===== src/rtl/lpm_pkg.sv =====
package lpm_pkg;
  localparam int MODE_W       = 2;
  localparam int DRAIN_STAGES = 3;

  typedef enum logic [MODE_W-1:0] {
    LPM_NORMAL = 2'd0,
    LPM_STOP   = 2'd1,
    LPM_DEEP   = 2'd2,
    LPM_SLEEP  = 2'd3
  } lpm_mode_e;

  typedef enum logic [2:0] {
    PH_IDLE,
    PH_DRAIN,
    PH_CLKSW,
    PH_PGATE,
    PH_SRCOFF,
    PH_REGOFF,
    PH_DONE
  } lpm_phase_e;
endpackage


===== src/rtl/lpm_drain_stage.sv =====
module lpm_drain_stage (
  input  logic clk,
  input  logic rst_n,
  input  logic start,
  input  logic ack,
  output logic req,
  output logic finished
);
  logic busy_q;

  always_ff @(posedge clk or negedge rst_n) begin
    if (!rst_n)              busy_q <= 1'b0;
    else if (start)          busy_q <= 1'b1;
    else if (busy_q && ack)  busy_q <= 1'b0;
  end

  assign req      = busy_q;
  assign finished = busy_q & ack;

  // a pending request is never withdrawn without its acknowledge
  assert_req_held_R4: assert property (@(posedge clk) disable iff (!rst_n)
    (req && !ack) |=> req);

  // request drops the cycle after its acknowledge
  assert_req_release_R4: assert property (@(posedge clk) disable iff (!rst_n)
    (req && ack && !start) |=> !req);
endmodule


===== src/rtl/lpm_drain_chain.sv =====
module lpm_drain_chain #(
  parameter int N = 3
) (
  input  logic         clk,
  input  logic         rst_n,
  input  logic         start,
  input  logic [N-1:0] ack,
  output logic [N-1:0] req,
  output logic         all_done
);
  logic [N-1:0] fin;
  logic [N-1:0] kick;

  for (genvar i = 0; i < N; i++) begin : g_stage
    if (i == 0) begin : g_head
      assign kick[i] = start;
    end else begin : g_link
      assign kick[i] = fin[i-1];
    end
    lpm_drain_stage u_stage (
      .clk      (clk),
      .rst_n    (rst_n),
      .start    (kick[i]),
      .ack      (ack[i]),
      .req      (req[i]),
      .finished (fin[i])
    );
  end

  assign all_done = fin[N-1];

  // requests are mutually exclusive
  assert_one_req_R5: assert property (@(posedge clk) disable iff (!rst_n)
    $onehot0(req));

  // an acknowledge with no pending request leaves the requests untouched
  assert_stray_ack_R12: assert property (@(posedge clk) disable iff (!rst_n)
    (req == '0 && !start) |=> (req == '0));
endmodule


===== src/rtl/lpm_tail_ctrl.sv =====
module lpm_tail_ctrl
  import lpm_pkg::*;
(
  input  logic              clk,
  input  logic              rst_n,
  input  logic [MODE_W-1:0] mode_cfg,
  input  logic              wfi,
  input  logic              drain_done,
  input  logic              pll_active,
  output logic              drain_start,
  output logic              clk_sel_osc,
  output logic              pll_en,
  output logic              osc_en,
  output logic              pgate_en,
  output logic              reg_on,
  output logic              done
);
  lpm_phase_e phase_q, phase_d;
  lpm_mode_e  mode_q;
  logic       entry_ok;

  assign entry_ok    = wfi && (lpm_mode_e'(mode_cfg) != LPM_NORMAL);
  assign drain_start = (phase_q == PH_IDLE) && entry_ok;
  assign done        = (phase_q == PH_DONE);

  always_comb begin
    phase_d = phase_q;
    unique case (phase_q)
      PH_IDLE:   if (entry_ok)   phase_d = PH_DRAIN;
      PH_DRAIN:  if (drain_done) phase_d = PH_CLKSW;
      PH_CLKSW:  phase_d = (mode_q == LPM_DEEP) ? PH_PGATE : PH_SRCOFF;
      PH_PGATE:  phase_d = PH_SRCOFF;
      PH_SRCOFF: phase_d = (mode_q == LPM_SLEEP) ? PH_REGOFF : PH_DONE;
      PH_REGOFF: phase_d = PH_DONE;
      PH_DONE:   phase_d = PH_DONE;
      default:   phase_d = PH_IDLE;
    endcase
  end

  always_ff @(posedge clk or negedge rst_n) begin
    if (!rst_n) begin
      phase_q     <= PH_IDLE;
      mode_q      <= LPM_NORMAL;
      clk_sel_osc <= 1'b0;
      pll_en      <= 1'b1;
      osc_en      <= 1'b1;
      pgate_en    <= 1'b1;
      reg_on      <= 1'b1;
    end else begin
      phase_q <= phase_d;
      if (drain_start) mode_q <= lpm_mode_e'(mode_cfg);
      if (phase_q == PH_CLKSW && pll_active) clk_sel_osc <= 1'b1;
      if (phase_q == PH_PGATE) pgate_en <= 1'b0;
      if (phase_q == PH_SRCOFF) begin
        pll_en <= 1'b0;
        osc_en <= 1'b0;
      end
      if (phase_q == PH_REGOFF) reg_on <= 1'b0;
    end
  end

  // NORMAL never leaves idle
  assert_normal_idle_R2: assert property (@(posedge clk) disable iff (!rst_n)
    (phase_q == PH_IDLE && lpm_mode_e'(mode_cfg) == LPM_NORMAL) |=> (phase_q == PH_IDLE));
  // oscillator is selected only when the PLL was the source
  assert_clk_switch_cond_R6: assert property (@(posedge clk) disable iff (!rst_n)
    $rose(clk_sel_osc) |-> $past(pll_active));
  // power gating off only in DEEP-STOP, with clock sources still running
  assert_pgate_deep_R7: assert property (@(posedge clk) disable iff (!rst_n)
    $fell(pgate_en) |-> (mode_q == LPM_DEEP && pll_en && osc_en));
  // both clock sources stop in the same cycle
  assert_src_together_R8: assert property (@(posedge clk) disable iff (!rst_n)
    $fell(pll_en) |-> $fell(osc_en));
  // regulator drops only in SLEEP, after the sources are off
  assert_reg_sleep_R9: assert property (@(posedge clk) disable iff (!rst_n)
    $fell(reg_on) |-> (mode_q == LPM_SLEEP && !pll_en));
  // completion is sticky
  assert_done_sticky_R10: assert property (@(posedge clk) disable iff (!rst_n)
    done |=> done);
  // captured mode does not move once the sequence runs
  assert_mode_frozen_R11: assert property (@(posedge clk) disable iff (!rst_n)
    (phase_q != PH_IDLE) |=> $stable(mode_q));
endmodule


===== src/rtl/lpm_entry_seq.sv =====
module lpm_entry_seq
  import lpm_pkg::*;
(
  input  logic              clk,
  input  logic              rst_n,
  input  logic [MODE_W-1:0] pwr_mode_cfg,
  input  logic              standby_wfi,
  input  logic              pll_is_source,
  output logic              ahb_idle_req,
  input  logic              ahb_idle_ack,
  output logic              axi_idle_req,
  input  logic              axi_idle_ack,
  output logic              mem_sr_req,
  input  logic              mem_sr_ack,
  output logic              clk_sel_osc,
  output logic              pll_en,
  output logic              osc_en,
  output logic              pwr_gate_en,
  output logic              regulator_on,
  output logic              lpm_done
);
  logic [DRAIN_STAGES-1:0] ack_vec;
  logic [DRAIN_STAGES-1:0] req_vec;
  logic                    drain_start;
  logic                    drain_done;

  // Stage order is behaviour: index 0 drains first
  assign ack_vec      = {mem_sr_ack, axi_idle_ack, ahb_idle_ack};
  assign ahb_idle_req = req_vec[0];
  assign axi_idle_req = req_vec[1];
  assign mem_sr_req   = req_vec[2];

  lpm_drain_chain #(.N(DRAIN_STAGES)) u_chain (
    .clk      (clk),
    .rst_n    (rst_n),
    .start    (drain_start),
    .ack      (ack_vec),
    .req      (req_vec),
    .all_done (drain_done)
  );

  lpm_tail_ctrl u_tail (
    .clk         (clk),
    .rst_n       (rst_n),
    .mode_cfg    (pwr_mode_cfg),
    .wfi         (standby_wfi),
    .drain_done  (drain_done),
    .pll_active  (pll_is_source),
    .drain_start (drain_start),
    .clk_sel_osc (clk_sel_osc),
    .pll_en      (pll_en),
    .osc_en      (osc_en),
    .pgate_en    (pwr_gate_en),
    .reg_on      (regulator_on),
    .done        (lpm_done)
  );

  // AXI request only starts as the AHB request ends
  assert_axi_after_ahb_R5: assert property (@(posedge clk) disable iff (!rst_n)
    $rose(axi_idle_req) |-> $fell(ahb_idle_req));
  // self-refresh request only starts as the AXI request ends
  assert_mem_after_axi_R5: assert property (@(posedge clk) disable iff (!rst_n)
    $rose(mem_sr_req) |-> $fell(axi_idle_req));
  // the AHB request is the first visible action of a sequence
  assert_ahb_first_R3: assert property (@(posedge clk) disable iff (!rst_n)
    $rose(ahb_idle_req) |-> (pll_en && !lpm_done && !clk_sel_osc));
  // clock switch only after the memory is in self-refresh
  assert_clk_after_mem_R6: assert property (@(posedge clk) disable iff (!rst_n)
    $rose(clk_sel_osc) |-> (!mem_sr_req && !ahb_idle_req && !axi_idle_req));
endmodule


===== config.mk =====
export PLATFORM = sky130hd
export DESIGN_NAME = lpm_entry_seq
export DESIGN_NICKNAME = d
export VERILOG_FILES = /design/src/rtl/lpm_pkg.sv /design/src/rtl/lpm_drain_stage.sv /design/src/rtl/lpm_drain_chain.sv /design/src/rtl/lpm_tail_ctrl.sv /design/src/rtl/lpm_entry_seq.sv
export SDC_FILE = /design/constraint.sdc
export NUM_CORES = 1
export LEC_CHECK = 0
export BUFFER_PORTS_ARGS = -buffer_cell sky130_fd_sc_hd__buf_2
export CORE_AREA = 2 2 39 41
export CTS_CLUSTER_DIAMETER = 50
export DETAILED_ROUTE_END_ITERATION = 10
export DIE_AREA = 0 0 41 43
export GPL_ROUTABILITY_DRIVEN = 0
export PLACE_DENSITY = 0.68
export SETUP_SLACK_MARGIN = 0.1
export SYNTH_ARGS = -nofsm -noshare
export SYNTH_HDL_FRONTEND = slang
export SYNTH_SLANG_ARGS = --single-unit

===== constraint.sdc =====
create_clock -name clk -period 1.7 [get_ports clk]
set_input_delay 0.255 -clock clk [delete_from_list [all_inputs] [get_ports clk]]
set_output_delay 0.255 -clock clk [all_outputs]
set_load 0.01 [all_outputs]

==> reports/qor.csv, run 1 <==
metric;value;unit
status;finished, final reports clean;
final setup fails;0;
RSZ-0062 raised after global routing;no;
Worst-Margin Slew;317;ps
Root Driver;clkbuf_4;
Critical R2R Capture;u_tail.mode_q[1];
max_cap viols;0;
Hold Path Stages;2;
PortBufs;17;
largest family of logic cells by synthesized area;compound AO/OA/AOI/OAI gates;
vias in the first global route;394;
CP max stage delay;580;ps
CTS resizes;0;
worst reg2reg path depth;2;
CTS Buffer Depth;2;
Fin. Hold Viols;0;
VDD IR max;0.465;mV
All-Layer GR Usage;14.4;%
leak pwr;0.330;nW
worst hold path class;input port to flip-flop;
Tot Pwr;0.755;mW
H-tree Lvls;1;
total negative setup slack;0;ps
Post-route DRC;0;
Syn-to-layout area delta;26.8;%
post-CTS setup buffer count;0;
ant diodes;0;
worst reg-to-reg setup slack;290;ps
Worst-Skew Late Latency;270;ps
DR pass1 iterations;4;
clk_skew;6.19;ps
Post-Synth XOR/XNOR Area;0;%
# rows;14;
first-pass GRT wire length;1650;µm
Synth Register Bits;12;
cts bufs inserted;3;
die height;43;µm
hold_sp;axi_idle_ack;
Yosys warning total;0;
post-layout util;48.3;%
Via Count;394;
cts hold-fix bufs;1;
ratio of cells with drive above 1 in the final layout;41.8;%
Fmax;0.711;GHz
crit-path cells;or4_4 > mux2_4;
Compound-Gate Fraction of Synth Area;18.5;%
die width;41;µm
pwr dens;1130;nW/µm²
Crit Path Class;flip-flop to flip-flop;
Unique masters post-synth;22;
hold slack;184;ps
Slew HR;78.8;%
Data required, critical path;1860;ps
cell area after synthesis;527;µm²
simple-gate share of the synthesized area;11.9;%
Final Max Tran Viols;0;
Post-DP Area;632;µm²
mux share of post-synthesis cell area;7.60;%
Initial Util;38.1;%
final net count;77;
CP Capture Type;flip-flop;
most frequent cells in the layout;17 x buf_2, 9 x dfrtp_1, 4 x inv_1, 4 x nand2_1;
Seq/Total Area, Yosys;57.7;%
Tmin final;1410;ps
syn_nets;54;
crit path max fanout;6;
crit path max-delay cell type;or4_4;
grt ovf;0;
final instance area;668;µm²
WHS Endpoint;u_chain.g_stage[1].u_stage.req;
initial antenna violation count;0;
routed wire length;982;µm
commonest non-fill, non-tap cell in the layout;buf_2;
vias per cell;4.75;
die footprint;1760;µm²
routed len/inst;11.8;µm
CP Data Arrival Time;1560;ps
clock slew at reported path FFs;70;ps
Period Utilization, post-route;82.7;%
adder-cell share of the synthesized area;0;%
Routed Antenna Nets;0;
CTS Sinks;12;
CTS tree;yes;
Critical Path Start Type;flip-flop;
Top-Level Pins;18;
DR iter-0 viols;7;
core box area;1380;µm²
worst reg2reg path startpoint;u_tail.phase_q[2];
Mean Syn Cell Area;11.7;µm²
largest net degree at the start of global routing;13;
post-synthesis cell count;45;
DP HPWL;759;µm
## where the power goes
| part | internal [mW] | switching, mW |
|---|---|---|
| Combinational | 0.114 | 0.0856 |
| Clock | 0.0907 | 0.0870 |
| Sequential | 0.333 | 0.0446 |
## final cells by class
cell class / count / area, µm²
timing repair buffer: 19 / 103
inverter: 4 / 15.0
tap: 16 / 20.0
clock buffer: 4 / 26.3
sequential: 12 / 304
multi-input combinational: 28 / 200
fill: 138 / 716
## state kept, by name, indices dropped and copies added (netlist names)
| register | count |
|---|---|
| u_tail.pgate_en | 1 |
| u_tail.pll_en | 1 |
| u_tail.phase_q | 3 |
| u_chain.g_stage.u_stage.req | 3 |
| u_tail.reg_on | 1 |
| u_tail.clk_sel_osc | 1 |
| u_tail.mode_q | 2 |
## synthesized netlist by cell type (all sizes together)
cell	instances	area share, %
a21boi	3	4.3
o2bb2ai	1	1.7
nor2b	1	1.2
a31o	1	1.7
or4	1	2.1
buf	1	1.4
o21a	1	1.4
a311oi	1	1.7
a21o	1	1.4
nand2b	3	3.6
o22a	1	1.7
dfrtp	9	43
mux2i	1	1.9
and2b	1	1.4
nor2	1	0.71
inv	4	2.8
mux2	2	5.7
o21ai	4	3.8
a21oi	1	0.95
dfstp	3	15
nand2	4	2.8
## per-layer routing
metal	wire length (µm)	GRT usage (%)
met5	0	0
met2	475	19.4
met1	449	18.7
met4	17	12.0
met3	39	3.14
## worst max-delay path by stage
stage	start	endpoint	slack (ps)	cells after the start
2_1_floorplan	u_tail.phase_q[2]	u_tail.mode_q[0]	320	2
5_1_grt	u_tail.phase_q[2]	u_tail.mode_q[1]	280	2
3_5_place_dp	u_tail.phase_q[2]	u_tail.mode_q[0]	300	2
6_report	u_tail.phase_q[2]	u_tail.mode_q[1]	290	2
3_3_place_gp	u_tail.phase_q[2]	u_tail.mode_q[0]	310	2
4_1_cts	u_tail.phase_q[2]	u_tail.mode_q[0]	300	2
## cell families (layout without fill, tap and decap cells)
group,count (synthesis),in the layout
buffers and inverters,5,27
muxes,3,3
and+or+nand+nor,11,11
AOI/OAI and AO/OA,14,14
DFF,12,12
## through the flow
stage	setup slack [ps]	std cells
6_report	294	83
5_1_grt	276	83
4_1_cts	295	83
3_5_place_dp	296	78
3_3_place_gp	308	78
2_1_floorplan	324	45
## critical path, delay by kind of cell, from the launching register on
| family | cells | cell delay [ps] |
|---|---|---|
| simple gates | 1 | 580 |
| mux | 1 | 310 |
| flops | 1 | 420 |
Power figures use the tool's default switching activity.
==> run 2: changes to the inputs <==
ABC_AREA = 1   (was not set)
PLACE_DENSITY = 0.71   (was 0.68)
clock period = 1.3 ns   (was 1.7 ns; I/O delays follow)
==> run 2 against run 1 <==
Final area grew 14%. Setup slack lost 220 ps. Clock power grew 68%. Global-route usage grew 2.3 points. First-iteration DRC count shrank 43%. Die area is the same. Core utilization grew 6.7 points. Highest routed layer unchanged.
==> reports/qor.csv, run 2 <==
metric;value;unit
Slew HR;81.8;%
crit path max fanout;4;
post-synthesis cell count;68;
leading area contributor after synthesis;dfrtp_1;
crit-path cells;inv_2 > nand3_2 > inv_1 > buf_2;
vias in the first global route;472;
Post-DP Area;656;µm²
CTS tree;yes;
Routed Antenna Nets;0;
vias per cell;4.58;
die footprint;1760;µm²
fraction of registers with async set/reset;100;%
most frequent cells in the layout;17 x buf_2, 16 x nand2_1, 10 x inv_1;
Post-route DRC;0;
Syn-to-layout area delta;36.3;%
Fmax;0.818;GHz
clock slew at reported path FFs;80;ps
Layout Cells excl Fill;110;
Worst-Skew Late Latency;280;ps
DP HPWL;807;µm
total negative setup slack;0;ps
Fin. Hold Viols;0;
final net count;104;
grt ovf;0;
CP max stage delay;410;ps
Post-Place Worst Slack;238;ps
H-tree Lvls;1;
Inst Count DP;100;
first-pass GRT wire length;1930;µm
All-Layer GR Usage;16.8;%
ys flop type;dfrtp_1;
Synth top area share;40.4;%
initial antenna violation count;0;
CTS Buffer Depth;2;
DR iter-0 viols;4;
CP Capture Type;output port;
die width;41;µm
largest net degree at the start of global routing;13;
clk_skew;9.05;ps
CTS Sinks;12;
CP Data Arrival Time;1030;ps
ant diodes;0;
Worst-Margin Slew;273;ps
Initial Util;40.3;%
cts bufs inserted;3;
top-count cell post-synth;nand2_1;
Synth Register Bits;12;
Seq/Total Area, Yosys;54.5;%
hold slack;110;ps
largest cells by area after synthesis;dfrtp_1 40%, dfstp_2 14%, nand2_1 11%;
post-layout util;55.0;%
Data required, critical path;1110;ps
Unique masters post-synth;16;
Via Count;504;
Post-synth EDFFs;0;
crit path max-delay cell type;dfrtp_1;
max_cap viols;0;
# rows;14;
Top-Level Pins;18;
die height;43;µm
PortBufs;17;
final setup fails;0;
Crit Path Class;flip-flop to output port;
Filler Cells Inserted;138;
DR pass1 iterations;4;
status;finished, final reports clean;
core box area;1380;µm²
routed wire length;1200;µm
leak pwr;0.420;nW
RSZ-0062 raised after global routing;yes;
Mean Syn Cell Area;8.21;µm²
cell area after synthesis;558;µm²
worst hold path class;input port to flip-flop;
Final Max Tran Viols;0;
Tot Pwr;1.66;mW
Yosys warning total;0;
VDD IR max;0.889;mV
Tmin final;1220;ps
commonest non-fill, non-tap cell in the layout;buf_2;
Period Utilization, post-route;94.0;%
syn_nets;77;
worst setup margin;78.0;ps
routed len/inst;10.9;µm
Root Driver;clkbuf_4;
ratio of cells with drive above 1 in the final layout;42.6;%
final instance area;761;µm²
Critical Path Start Type;flip-flop;
pwr dens;2190;nW/µm²
most instantiated cells after synthesis;16 x nand2_1, 10 x inv_1, 9 x dfrtp_1;
run 2: routing by layer:
layer | global-route usage, % | share of wire [%] | wire length (µm)
met1 | 20.1 | 45 | 539
met2 | 26.3 | 49 | 589
met3 | 3.14 | 3.9 | 47
met4 | 10.0 | 1.7 | 20
met5 | 0 | 0 | 0
run 2: worst paths after layout:
check	start	end	slack, ps	cells past startpoint
max reg2reg	u_tail.phase_q[0]	u_tail.phase_q[1]	180	7
max	u_tail.phase_q[0]	lpm_done	80	4
min reg2reg	u_tail.reg_on	u_tail.reg_on	470	2
max in group asynchronous	rst_n	u_tail.pll_en	710	2
min in group asynchronous	rst_n	u_chain.g_stage[0].u_stage.req	310	2
min	axi_idle_ack	u_chain.g_stage[1].u_stage.req	110	2
run 2: layout make-up:
class / instances / area (µm²) / share of cell area [%]
flip-flops and latches: 12 / 305 / 40.1
clock buffers: 4 / 36.3 / 4.77
multi-input cells: 41 / 211 / 27.8
inverters: 14 / 55.1 / 7.24
repair buffers: 23 / 133 / 17.4
well taps: 16 / 20.0 / 2.63
run 2: worst max-delay path: cells and delay by family, from the launching register on:
| kind | cells | cell delay, ps |
|---|---|---|
| flip-flops | 1 | 410 |
| buffers and inverters | 3 | 260 |
| AND/OR/NAND/NOR | 1 | 70 |
run 2: repair_timing:
item,CTS,global route
pin swaps,0,0
hold buffers,1,0
hold endpoints to repair,9,0
buffers inserted,4,1
resized for setup,1,5
gates cloned,0,0
setup endpoints to repair,1,5
run 2: report_power, final:
group | internal [mW] | switching, mW
Combinational | 0.326 | 0.421
Sequential | 0.502 | 0.116
Clock | 0.170 | 0.128
Total | 0.998 | 0.665
run 2: cells by family after synthesis:
group                  synth area share [%]
AO/OA/AOI/OAI                          11.2
buffers and inverters                  10.8
flip-flops                             54.5
AND/OR/NAND/NOR                        23.5
==> run 3: changes to the inputs <==
BUFFER_PORTS_ARGS = not set   (was -buffer_cell sky130_fd_sc_hd__buf_2)
DONT_BUFFER_PORTS = 1   (was not set)
PLACE_DENSITY = 0.59   (was 0.71)
==> run 3 against run 2 <==
Register-to-register slack improved by 20 ps. Die area unchanged. Sequential cell count unchanged. Via count decreased by 16%. Sequential power increased by 5.2%. Wire length decreased by 18%. Count of clock-buffer cells in the layout unchanged. Worst hold slack got worse by 89 ps. Clock skew decreased by 5.7 ps. Global-route usage decreased by 3.1 points. Fmax increased by 6.4%. Non-clock buffer count decreased by 22. Critical path type unchanged. Largest cell class unchanged.
==> reports/qor.csv, run 3 (synthesis gave the netlist of run 2 again) <==
metric;value;unit
Via Count;421;
final setup fails;0;
Top-Level Pins;18;
Syn-to-layout area delta;11.7;%
Root Driver;clkbuf_4;
Fmax;0.871;GHz
cts bufs inserted;3;
PortBufs;0;
Period Utilization, post-route;88.3;%
Power Internal;0.849;mW
Most common cell on crit path;inv_2;
crit path max-delay cell type;dfrtp_2;
All-Layer GR Usage;13.6;%
Final Max Tran Viols;0;
vias per cell;4.78;
initial antenna violation count;0;
worst hold path class;input port to flip-flop;
Worst-Skew Late Latency;270;ps
most frequent cells in the layout;16 x nand2_1, 9 x inv_1, 8 x dfrtp_1;
RSZ-0062 raised after global routing;yes;
die width;41;µm
max_cap viols;0;
total negative setup slack;0;ps
CTS Buffer Depth;2;
Initial Util;40.3;%
Data required, critical path;1110;ps
clk_skew;3.36;ps
die footprint;1760;µm²
CTS tree;yes;
largest net degree at the start of global routing;13;
DP HPWL;746;µm
first-pass GRT wire length;1570;µm
pwr dens;2270;nW/µm²
routed wire length;976;µm
CP Capture Type;output port;
clock share of power;20.7;%
Tmin final;1150;ps
hold_sp;axi_idle_ack;
routed len/inst;11.1;µm
crit path max fanout;5;
Filler Cells Inserted;146;
CP max stage delay;450;ps
Crit Path Class;flip-flop to output port;
die height;43;µm
Critical Path Start Type;flip-flop;
Comb power frac;33.4;%
Layout Cells excl Fill;88;
clock slew at reported path FFs;80;ps
crit-path cells;inv_2 > nand3_1 > inv_2;
CTS Sinks;12;
grt ovf;0;
leak pwr;0.315;nW
ant diodes;0;
VDD IR max;0.693;mV
Inst Count DP;83;
Worst-Margin Slew;545;ps
final instance area;623;µm²
Slew HR;63.5;%
# rows;14;
Post-DP Area;571;µm²
Crit. Startpoint;u_tail.phase_q[0];
CP Data Arrival Time;950;ps
post-CTS setup buffer count;0;
switching fraction of total power;40.1;%
Fin. Hold Viols;0;
commonest non-fill, non-tap cell in the layout;nand2_1;
vias in the first global route;388;
Reg power frac;45.9;%
H-tree Lvls;1;
Routed Antenna Nets;0;
DR pass1 iterations;4;
core box area;1380;µm²
switching pwr;0.568;mW
Post-route DRC;0;
ratio of cells with drive above 1 in the final layout;23.6;%
worst reg2reg path startpoint;u_tail.phase_q[1];
status;finished, final reports clean;
DR iter-0 viols;9;
final net count;82;
==> run 3: per-layer routing <==
layer	global-route usage, %	up-vias	share of wire [%]
met5	0	-	0
met4	12.7	0	1.4
met3	3.66	2	4.1
met2	17.2	10	45
met1	17.7	188	49
li1	-	221	-
==> run 3: layout make-up <==
class,instances,area [µm²],area share [%]
Timing Repair Buffer,1,10.0,1.61
Clock buffer,4,36.3,5.82
Tap cell,16,20.0,3.21
Sequential cell,12,305,49.0
Multi-Input combinational cell,41,199,31.9
Inverter,14,52.6,8.43
==> run 3: per-stage QoR <==
stage	power (mW)	util (%)	setup WS [ps]	hold slack, ps
2_1_floorplan	1.01	-	327	-101
3_3_place_gp	1.11	41.2	204	-100
3_5_place_dp	1.11	41.2	189	-100
4_1_cts	1.42	44.6	121	11.1
5_1_grt	1.55	45.0	96.3	9.21
6_report	1.42	45.0	152	20.8
==> run 3: timing repair <==
action,4_1_cts,5_1_grt
setup endpoints to repair,0,3
resized for setup,0,3
endpoints found under the hold margin,12,0
hold buffers,1,0
==> run 3: power groups by stage <==
stage	Combinational [mW]	Clock (mW)	Sequential (mW)
6_report	0.473	0.293	0.651
4_1_cts	0.467	0.306	0.646
2_1_floorplan	0.380	0	0.631
3_5_place_dp	0.455	0	0.653
3_3_place_gp	0.451	0	0.655
5_1_grt	0.553	0.325	0.672
==> run 3: critical path: cells and delay by family, from the launching register on <==
kind | cells | cell delay, ps
flops | 1 | 450
buf+inv | 2 | 150
simple gates | 1 | 90
==> run 3: path summary, 6_finish.rpt <==
| kind | cells past startpoint | endpoint | slack, ps |
|---|---|---|---|
| setup / recovery | 3 | lpm_done | 150 |
| hold / removal | 1 | u_chain.g_stage[1].u_stage.req | 20 |
| setup reg to reg | 6 | u_tail.phase_q[0] | 200 |
| hold reg to reg | 2 | u_tail.reg_on | 510 |
| max in group asynchronous | 1 | u_tail.phase_q[0] | 560 |
| min in group asynchronous | 1 | u_chain.g_stage[2].u_stage.req | 340 |
